## config.mk

```make
export PLATFORM = sky130hd
export DESIGN_NAME = ce_capture_unit
export DESIGN_NICKNAME = d
export VERILOG_FILES = /design/src/rtl/cec_pkg.sv /design/src/rtl/cec_rst_sync.sv /design/src/rtl/cec_align.sv /design/src/rtl/cec_core.sv /design/src/rtl/cec_regs.sv /design/src/rtl/ce_capture_unit.sv
export SDC_FILE = /design/constraint.sdc
export NUM_CORES = 1
export LEC_CHECK = 0
export BUFFER_PORTS_ARGS = -buffer_cell sky130_fd_sc_hd__buf_2
export CAP_MARGIN = 20
export CORE_ASPECT_RATIO = 1.2
export CORE_UTILIZATION = 50
export CTS_BUF_LIST = sky130_fd_sc_hd__clkbuf_8
export DETAILED_ROUTE_END_ITERATION = 10
export PLACE_DENSITY = 0.78
export SLEW_MARGIN = 20
export SYNTH_ARGS = -nofsm -noshare
export SYNTH_HDL_FRONTEND = slang
export SYNTH_SLANG_ARGS = --single-unit
```

## constraint.sdc

```tcl
create_clock -name clk -period 2.6 [get_ports clk]
set_input_delay 0.39 -clock clk [delete_from_list [all_inputs] [get_ports clk]]
set_output_delay 0.39 -clock clk [all_outputs]
set_load 0.1 [all_outputs]
```

## src/rtl/cec_pkg.sv

```systemverilog
package cec_pkg;
  typedef enum logic [1:0] {
    SZ_BYTE = 2'd0,
    SZ_HALF = 2'd1,
    SZ_WORD = 2'd2,
    SZ_RSVD = 2'd3
  } acc_size_e;

  localparam int unsigned OFF_STATUS = 0;
  localparam int unsigned OFF_ADDR   = 4;
endpackage

```

## src/rtl/cec_rst_sync.sv

```systemverilog
module cec_rst_sync #(
  parameter int STAGES = 2
) (
  input  logic clk,
  input  logic rst_n,
  output logic rst_n_sync
);
  logic [STAGES-1:0] sync_q;

  always_ff @(posedge clk or negedge rst_n) begin
    if (!rst_n) sync_q <= '0;
    else        sync_q <= {sync_q[STAGES-2:0], 1'b1};
  end

  assign rst_n_sync = sync_q[STAGES-1];
endmodule

```

## src/rtl/cec_align.sv

```systemverilog
module cec_align
  import cec_pkg::*;
#(
  parameter int ADDR_W = 32
) (
  input  logic [ADDR_W-1:0] addr_i,
  input  logic [1:0]        size_i,
  output logic [ADDR_W-1:0] addr_o
);
  always_comb begin
    addr_o = addr_i;
    unique case (acc_size_e'(size_i))
      SZ_BYTE: addr_o = addr_i;
      SZ_HALF: addr_o[0] = 1'b0;
      SZ_WORD, SZ_RSVD: addr_o[1:0] = 2'b00;
      default: addr_o = addr_i;
    endcase
  end

  // a word-class access never yields an unaligned address
  always_comb begin
    if (size_i[1]) a_r9_word_aligned: assert (addr_o[1:0] == 2'b00 || $isunknown(size_i));
  end
endmodule

```

## src/rtl/cec_core.sv

```systemverilog
module cec_core #(
  parameter int ADDR_W = 32
) (
  input  logic              clk,
  input  logic              rst_n,
  input  logic              err_i,
  input  logic [ADDR_W-1:0] addr_i,
  input  logic              clr_i,
  output logic              flag_o,
  output logic [ADDR_W-1:0] addr_o
);
  logic              flag_q, flag_d;
  logic [ADDR_W-1:0] addr_q;
  logic              cap_en;

  // capture is armed while the flag is clear, or when it is being cleared now
  assign cap_en = err_i && (!flag_q || clr_i);

  always_comb begin
    flag_d = flag_q;
    if (cap_en)     flag_d = 1'b1;
    else if (clr_i) flag_d = 1'b0;
  end

  always_ff @(posedge clk or negedge rst_n) begin
    if (!rst_n) flag_q <= 1'b0;
    else        flag_q <= flag_d;
  end

  always_ff @(posedge clk or negedge rst_n) begin
    if (!rst_n)      addr_q <= '0;
    else if (cap_en) addr_q <= addr_i;
  end

  assign flag_o = flag_q;
  assign addr_o = addr_q;

  a_r2_capture_sets_flag: assert property (@(posedge clk) disable iff (!rst_n)
    (err_i && !flag_q) |=> flag_q);
  a_r5_hold_address: assert property (@(posedge clk) disable iff (!rst_n)
    (flag_q && !clr_i) |=> $stable(addr_q));
  a_r6_clear_drops_flag: assert property (@(posedge clk) disable iff (!rst_n)
    (clr_i && !err_i) |=> !flag_q);
  a_r8_clear_with_error: assert property (@(posedge clk) disable iff (!rst_n)
    (clr_i && err_i) |=> (flag_q && addr_q == $past(addr_i)));
endmodule

```

## src/rtl/cec_regs.sv

```systemverilog
module cec_regs
  import cec_pkg::*;
#(
  parameter int ADDR_W = 32,
  parameter int DATA_W = 32,
  parameter int REG_AW = 4
) (
  input  logic              clk,
  input  logic              rst_n,
  input  logic              reg_en,
  input  logic              reg_we,
  input  logic [REG_AW-1:0] reg_off,
  input  logic [DATA_W-1:0] reg_wdata,
  input  logic              flag_i,
  input  logic [ADDR_W-1:0] addr_i,
  output logic              clr_o,
  output logic [DATA_W-1:0] rdata_o
);
  localparam logic [REG_AW-1:0] OffStat = REG_AW'(OFF_STATUS);
  localparam logic [REG_AW-1:0] OffAddr = REG_AW'(OFF_ADDR);

  logic              rd_en;
  logic [DATA_W-1:0] rdata_d, rdata_q, addr_ext;

  assign rd_en = reg_en && !reg_we;
  assign clr_o = reg_en && reg_we && (reg_off == OffStat) && (reg_wdata == '0);

  always_comb begin
    addr_ext = '0;
    addr_ext[ADDR_W-1:0] = addr_i;
  end

  always_comb begin
    rdata_d = '0;
    if (reg_off == OffStat)      rdata_d[0] = flag_i;
    else if (reg_off == OffAddr) rdata_d = addr_ext;
  end

  always_ff @(posedge clk or negedge rst_n) begin
    if (!rst_n)     rdata_q <= '0;
    else if (rd_en) rdata_q <= rdata_d;
  end

  assign rdata_o = rdata_q;

  a_r10_unmapped_zero: assert property (@(posedge clk) disable iff (!rst_n)
    (rd_en && reg_off != OffStat && reg_off != OffAddr) |=> (rdata_q == '0));
  a_r3_status_bits: assert property (@(posedge clk) disable iff (!rst_n)
    (rd_en && reg_off == OffStat) |=> (rdata_q[DATA_W-1:1] == '0 && rdata_q[0] == $past(flag_i)));
  a_r3_rdata_hold: assert property (@(posedge clk) disable iff (!rst_n)
    !rd_en |=> $stable(rdata_q));
endmodule

```

## src/rtl/ce_capture_unit.sv

```systemverilog
module ce_capture_unit #(
  parameter int ADDR_W = 32,
  parameter int DATA_W = 32,
  parameter int REG_AW = 4
) (
  input  logic              clk,
  input  logic              rst_n,
  input  logic              reg_en,
  input  logic              reg_we,
  input  logic [REG_AW-1:0] reg_off,
  input  logic [DATA_W-1:0] reg_wdata,
  output logic [DATA_W-1:0] reg_rdata,
  input  logic              err_pulse,
  input  logic [ADDR_W-1:0] acc_addr,
  input  logic [1:0]        acc_size,
  output logic              irq_o
);
  logic              rst_n_s;
  logic [ADDR_W-1:0] aligned_addr, cap_addr;
  logic              flag, clr;

  cec_rst_sync #(.STAGES(2)) u_rst (
    .clk(clk), .rst_n(rst_n), .rst_n_sync(rst_n_s)
  );

  cec_align #(.ADDR_W(ADDR_W)) u_align (
    .addr_i(acc_addr), .size_i(acc_size), .addr_o(aligned_addr)
  );

  cec_core #(.ADDR_W(ADDR_W)) u_core (
    .clk(clk), .rst_n(rst_n_s), .err_i(err_pulse), .addr_i(aligned_addr),
    .clr_i(clr), .flag_o(flag), .addr_o(cap_addr)
  );

  cec_regs #(.ADDR_W(ADDR_W), .DATA_W(DATA_W), .REG_AW(REG_AW)) u_regs (
    .clk(clk), .rst_n(rst_n_s), .reg_en(reg_en), .reg_we(reg_we),
    .reg_off(reg_off), .reg_wdata(reg_wdata), .flag_i(flag), .addr_i(cap_addr),
    .clr_o(clr), .rdata_o(reg_rdata)
  );

  assign irq_o = flag;

  a_r4_irq_until_clear: assert property (@(posedge clk) disable iff (!rst_n_s)
    (irq_o && !clr) |=> irq_o);
  a_r7_no_spurious_clear: assert property (@(posedge clk) disable iff (!rst_n_s)
    (irq_o && !(reg_en && reg_we)) |=> irq_o);
endmodule

```

==> metrics.cfg, run 1 <==
[synthesis]
syn_inst = 358
synth_area_leaders = dfrtp_1 (48%), a222oi_1 (9.2%), a22o_1 (7.8%), or4_1 (6.9%), and2_1 (5.7%)
synth-seq-area-share = 0.479
yosysMostFrequentCell = dfrtp_1
synth-warning-count = 0
synthFlopType = dfrtp_1
synthDistinctLibCells = 25
synth-async-reset-ratio = 1.00
synth.avg_cell_area_um2 = 9.78
synth_top_area_frac = 0.479
syn_nets = 433
synth_edf_count = 0
ys_top_cells_by_count = dfrtp_1 (67), nand2_1 (36), o21ai_0 (33)
ys_ff_latch = 67
synth_top_area_cell = dfrtp_1
syn_area_um2 = 3500

[global_route]
grt_pass1_wl_um = 15500
track_usage = 0.273
antenna_found_initial = 0
grt_max_degree = 66
globalRouteOverflowTotal = 0
grt_pass1_vias = 3226

[routing]
drc = 0
firstDrtPassIters = 6
drtIter0Drc = 463
viasPerCell = 6.34
vias = 3412
wl_um = 9620
wl_per_cell_um = 17.9
final_antenna_net_count = 0

[sta]
finalSetupViolations = 0
skew_ns = 0.0105
maxSlewViolCount = 0
fin_tns_setup_ns = 0
worst_slack_ns = 0.708
rsz0062_at_grt = no
fmax_mhz = 529
finalCritPeriodShare = 0.728
slew_headroom = 0.464
worst_pin_slew_ns = 0.804
holdWs_ns = 0.272
min_period_ns = 1.89
hold_viol = 0

[final_layout]
final_cell_area_um2 = 4300
syn_to_final_growth_pct = 23.0
diodes = 0
final_cells = 538
layout-drive-gt1-share = 0.306
nets = 521
final_util = 0.632

[worst_setup_path]
worstSetupPathType = reg2reg
cp_num_buf_inv = 1
critPathRequiredTime_ns = 2.87
cp_top_family = simple AND/OR/NAND/NOR gates
r2r-start = u_core.flag_o
r2r_cells = 4
critPathMaxStageDelay_ns = 0.66
crit_path_max_fanout = 17
r2r_end = u_core.addr_o[21]
slowest_stage = nor2_2
worstPathArrival_ns = 2.16
rrSetupSlack_ns = 0.71
cp-end-kind = flop
critPathLaunchType = flop
crit_chain = nor2_2 -> buf_4 -> a222oi_1 -> nand3_1

[clock_tree]
cts_resized = 0
cts_max_path_buffers = 2
cts_setup_buffers = 0
clk_pin_slew_ns = 0.08
clockRootBuffer = clkbuf_8
tritoncts = built
numCtsBuffers = 9
h-tree-depth = 3
cts_sinks = 67
clock_latency_ns = 0.34
holdBufCountCts = 1

[power_and_ir_drop]
total_power_mw = 2.48
combPwrFrac = 0.144
switching_share = 0.279
pwr-share-clk = 0.421
p_int_mw = 1.79
power_density_nw_per_um2 = 577
p_leak_nw = 1.85
irDropWorstVdd_mv = 0.521
seqPwrFrac = 0.435
p_sw_uw = 692

[hold_path]
hold_class = reg2async

[job]
drv_cap = 0

[die]
die_w_um = 78.4
die_height_um = 93.6
die_area_um2 = 7340
core_area_um2 = 6810
start_util = 0.514
io_pins = 108
rows = 33

[placement]
dp_hpwl_um = 5740
place_congestion = 0.779
dp.cells = 521
dp_slack_ns = 0.557
port-buffer-count = 107
dpl-instance-area_um2 = 4050

[outcome]
status = finished clean

-- sequential cells by signal, indices dropped and copies added, names as in the netlist --
register and count:
u_core.addr_o 32, u_core.flag_o 1, u_regs.rdata_o 32, u_rst.sync_q 2
-- cells in the final DEF (no fill, tap or decap), drive strengths merged --
cell type    netlist  final
or2b               1      1
and2              32     32
nor4bb             1      1
nor2b              1      1
a22o              31     31
nor4               7      7
clkinv             1      4
o21ai             33     33
nor2               1      1
nand4              2      2
clkinvlp           0      1
nand3             32     32
mux2               1      1
a222oi            32     32
nor3               2      2
clkbuf            32      9
buf               10    118
nor3b              1      1
or4               32     32
dlygate4sd3        0      1
nand2             36     36
o31ai              1      1
bufinv             0      3
dfrtp             67     67
and4b              1      1
conb               1      1
-- cells by family after synthesis --
kind of cell / share of synthesized area
flip-flops: 0.479
AO/OA/AOI/OAI: 0.218
buffers and inverters: 0.0561
multiplexers: 0.00322
AND/OR/NAND/NOR: 0.242
other: 0.00107
-- worst max path at each step --
stage	start	endpoint	cells after the start
2_1_floorplan	u_rst.sync_q[1]	u_core.addr_o[0]	0
3_3_place_gp	reg_off[2]	u_core.addr_o[7]	6
3_5_place_dp	reg_off[2]	u_core.addr_o[20]	6
4_1_cts	u_core.flag_o	irq_o	1
5_1_grt	u_core.flag_o	u_core.addr_o[13]	4
6_report	u_core.flag_o	u_core.addr_o[21]	4
-- layer usage --
layer / routed length [um] / vias up / track usage
li1: - / 1581 / -
met1: 4100 / 1660 / 0.355
met2: 4810 / 161 / 0.464
met3: 607 / 10 / 0.0449
met4: 104 / 0 / 0.0880
met5: 0 / - / 0
-- power by group through the flow --
stage / sequential (mW) / combinational, mW / clock, mW
after global placement: 1.10 / 0.353 / 0
after global routing: 1.08 / 0.377 / 1.11
after detailed placement: 1.10 / 0.357 / 0
final: 1.08 / 0.358 / 1.05
after CTS: 1.08 / 0.359 / 1.06
after floorplan: 1.28 / 0.0568 / 0
-- cell type report --
| class | instances | area [um^2] |
|---|---|---|
| clock buffers | 9 | 124 |
| clock inverters | 7 | 116 |
| fillers | 596 | 2510 |
| inverters | 1 | 3.75 |
| multi-input cells | 248 | 1630 |
| flip-flops and latches | 67 | 1680 |
| well taps | 87 | 109 |
| repair buffers | 119 | 641 |
(Power assumes the default switching activity.)
==> run 2: changes to the inputs <==
Clock period 2.6 ns to 1.8 ns, I/O delays scaled along.
==> metrics.cfg, run 2 (synthesis results as in run 1) <==
[worst_setup_path]
r2r_cells = 4  ; unchanged
r2r_end = u_core.addr_o[3]  ; was u_core.addr_o[21]
rrSetupSlack_ns = 0.24  ; was 0.71 ns
crit_path_max_fanout = 35  ; was 17
slowest_stage = dfrtp_2  ; was nor2_2
critPathMaxStageDelay_ns = 0.39  ; was 0.66 ns
worstSetupPathType = reg2out  ; was reg2reg
r2r-start = u_core.flag_o  ; unchanged
crit_chain = buf_4 -> buf_12  ; was nor2_2 -> buf_4 -> a222oi_1 -> nand3_1
cp-end-kind = primary output  ; was flop
crit_end = irq_o  ; was u_core.addr_o[21]
startpoint = u_core.flag_o  ; unchanged
critPathRequiredTime_ns = 1.53  ; was 2.87 ns
worstPathArrival_ns = 1.30  ; was 2.16 ns
critPathLaunchType = flop  ; unchanged

[global_route]
globalRouteOverflowTotal = 0  ; unchanged
track_usage = 0.268  ; was 0.273
antenna_found_initial = 0  ; unchanged
grt_pass1_wl_um = 15300  ; was 15500 um
grt_max_degree = 66  ; unchanged
grt_pass1_vias = 3268  ; was 3226

[clock_tree]
clk_pin_slew_ns = 0.08  ; about the same
clock_latency_ns = 0.36  ; was 0.34 ns
cts_max_path_buffers = 2  ; unchanged
clockRootBuffer = clkbuf_8  ; unchanged
h-tree-depth = 3  ; unchanged
cts_sinks = 67  ; unchanged
numCtsBuffers = 9  ; unchanged
tritoncts = built  ; unchanged

[routing]
firstDrtPassIters = 8  ; was 6
drtIter0Drc = 518  ; was 463
drc = 0  ; unchanged
wirelength_met1_um = 4080  ; was 4100 um
wl_per_cell_um = 17.7  ; was 17.9 um
wl_met3_um = 666  ; was 607 um
vias = 3489  ; was 3412
viasPerCell = 6.47  ; was 6.34
wl_um = 9560  ; was 9620 um
routed.top_layer = met4  ; unchanged
final_antenna_net_count = 0  ; unchanged
wl_met2_um = 4690  ; was 4810 um

[sta]
hold_viol = 0  ; unchanged
maxSlewViolCount = 0  ; unchanged
worst_pin_slew_ns = 0.690  ; was 0.804 ns
finalSetupViolations = 0  ; unchanged
rsz0062_at_grt = no  ; unchanged
fin_tns_setup_ns = 0  ; unchanged
finalCritPeriodShare = 0.875
worst_slack_ns = 0.226  ; was 0.708 ns
fmax_mhz = 635
skew_ns = 0.0104  ; was 0.0105 ns
slew_headroom = 0.539  ; was 0.464
min_period_ns = 1.57

[placement]
dpl-instance-area_um2 = 4130  ; was 4050 um^2
place_congestion = 0.780  ; was 0.779
dp.cells = 522  ; was 521
dp_slack_ns = -0.109  ; was 0.557 ns
dp_hpwl_um = 5730  ; was 5740 um
port-buffer-count = 107  ; unchanged

[final_layout]
syn_to_final_growth_pct = 26.2  ; was 23.0%
final_cell_area_um2 = 4420  ; was 4300 um^2
final_cell_mix = buf_2 (106), dfrtp_1 (65), nand2_1 (35)  ; was buf_2 (107), dfrtp_1 (66), nand2_1 (35)
layout-drive-gt1-share = 0.308  ; was 0.306
diodes = 0  ; unchanged
layout_commonest_cell = buf_2  ; unchanged
nets = 522  ; was 521
final_cells = 539  ; was 538

[die]
start_util = 0.514  ; unchanged
die_height_um = 93.6  ; unchanged
rows = 33  ; unchanged
io_pins = 108  ; unchanged
die_w_um = 78.4  ; unchanged
core_area_um2 = 6810  ; unchanged
die_area_um2 = 7340  ; unchanged

[job]
drv_cap = 0  ; unchanged

[power_and_ir_drop]
power_density_nw_per_um2 = 864  ; was 577 nW/um^2
total_power_mw = 3.81  ; was 2.48 mW
irDropWorstVdd_mv = 0.464  ; was 0.521 mV
p_leak_nw = 1.90  ; was 1.85 nW

[hold_path]
hold_class = in2reg  ; was reg2async

[outcome]
status = finished clean  ; unchanged

==> run 2: power breakdown <==
| group | total [mW] | switching, mW | internal, mW |
|---|---|---|---|
| Sequential | 1.57 | 0.0264 | 1.54 |
| Clock | 1.74 | 0.604 | 1.13 |
| Combinational | 0.512 | 0.382 | 0.130 |
==> run 2: per-stage QoR <==
stage	util	hold WS, ns
detailed placement	0.606	0.0573
finish	0.648	0.188
global placement	0.606	0.0565
global route	0.648	0.199
floorplan	-	-0.0256
CTS	0.648	0.184
==> run 2: worst min-delay path by stage <==
stage / to / start / cells after the start / slack (ns)
after floorplan: u_rst.sync_q[0] / rst_n / 0 / -0.03
after global placement: u_rst.sync_q[0] / rst_n / 1 / 0.06
after detailed placement: u_rst.sync_q[0] / rst_n / 1 / 0.06
after CTS: u_core.addr_o[16] / acc_addr[16] / 3 / 0.18
after global routing: u_core.addr_o[4] / acc_addr[4] / 3 / 0.20
final: u_core.addr_o[16] / acc_addr[16] / 3 / 0.19
==> run 2: layout make-up <==
type / instances / area (um^2)
clock buffers: 11 / 151
clock inverters: 5 / 124
fillers: 557 / 2400
inverters: 1 / 3.75
multi-input cells: 248 / 1640
flip-flops and latches: 67 / 1680
well taps: 87 / 109
repair buffers: 120 / 713
==> run 2: critical path, delay by kind of cell (launching register included) <==
family,cells,cell delay (ns)
buffers and inverters,2,0.55
flip-flops,1,0.39
==> run 2: metal layers <==
layer,global-route usage,vias to the layer above
met5,0,-
met4,0.134,0
met3,0.0468,11
met2,0.429,176
met1,0.348,1720
li1,-,1582
==> run 2: what timing repair did <==
item,CTS,global route
endpoints found under the hold margin,2,0
setup endpoints to repair,8,0
buffers inserted,0,0
gates resized for setup,1,0
hold buffers,1,0
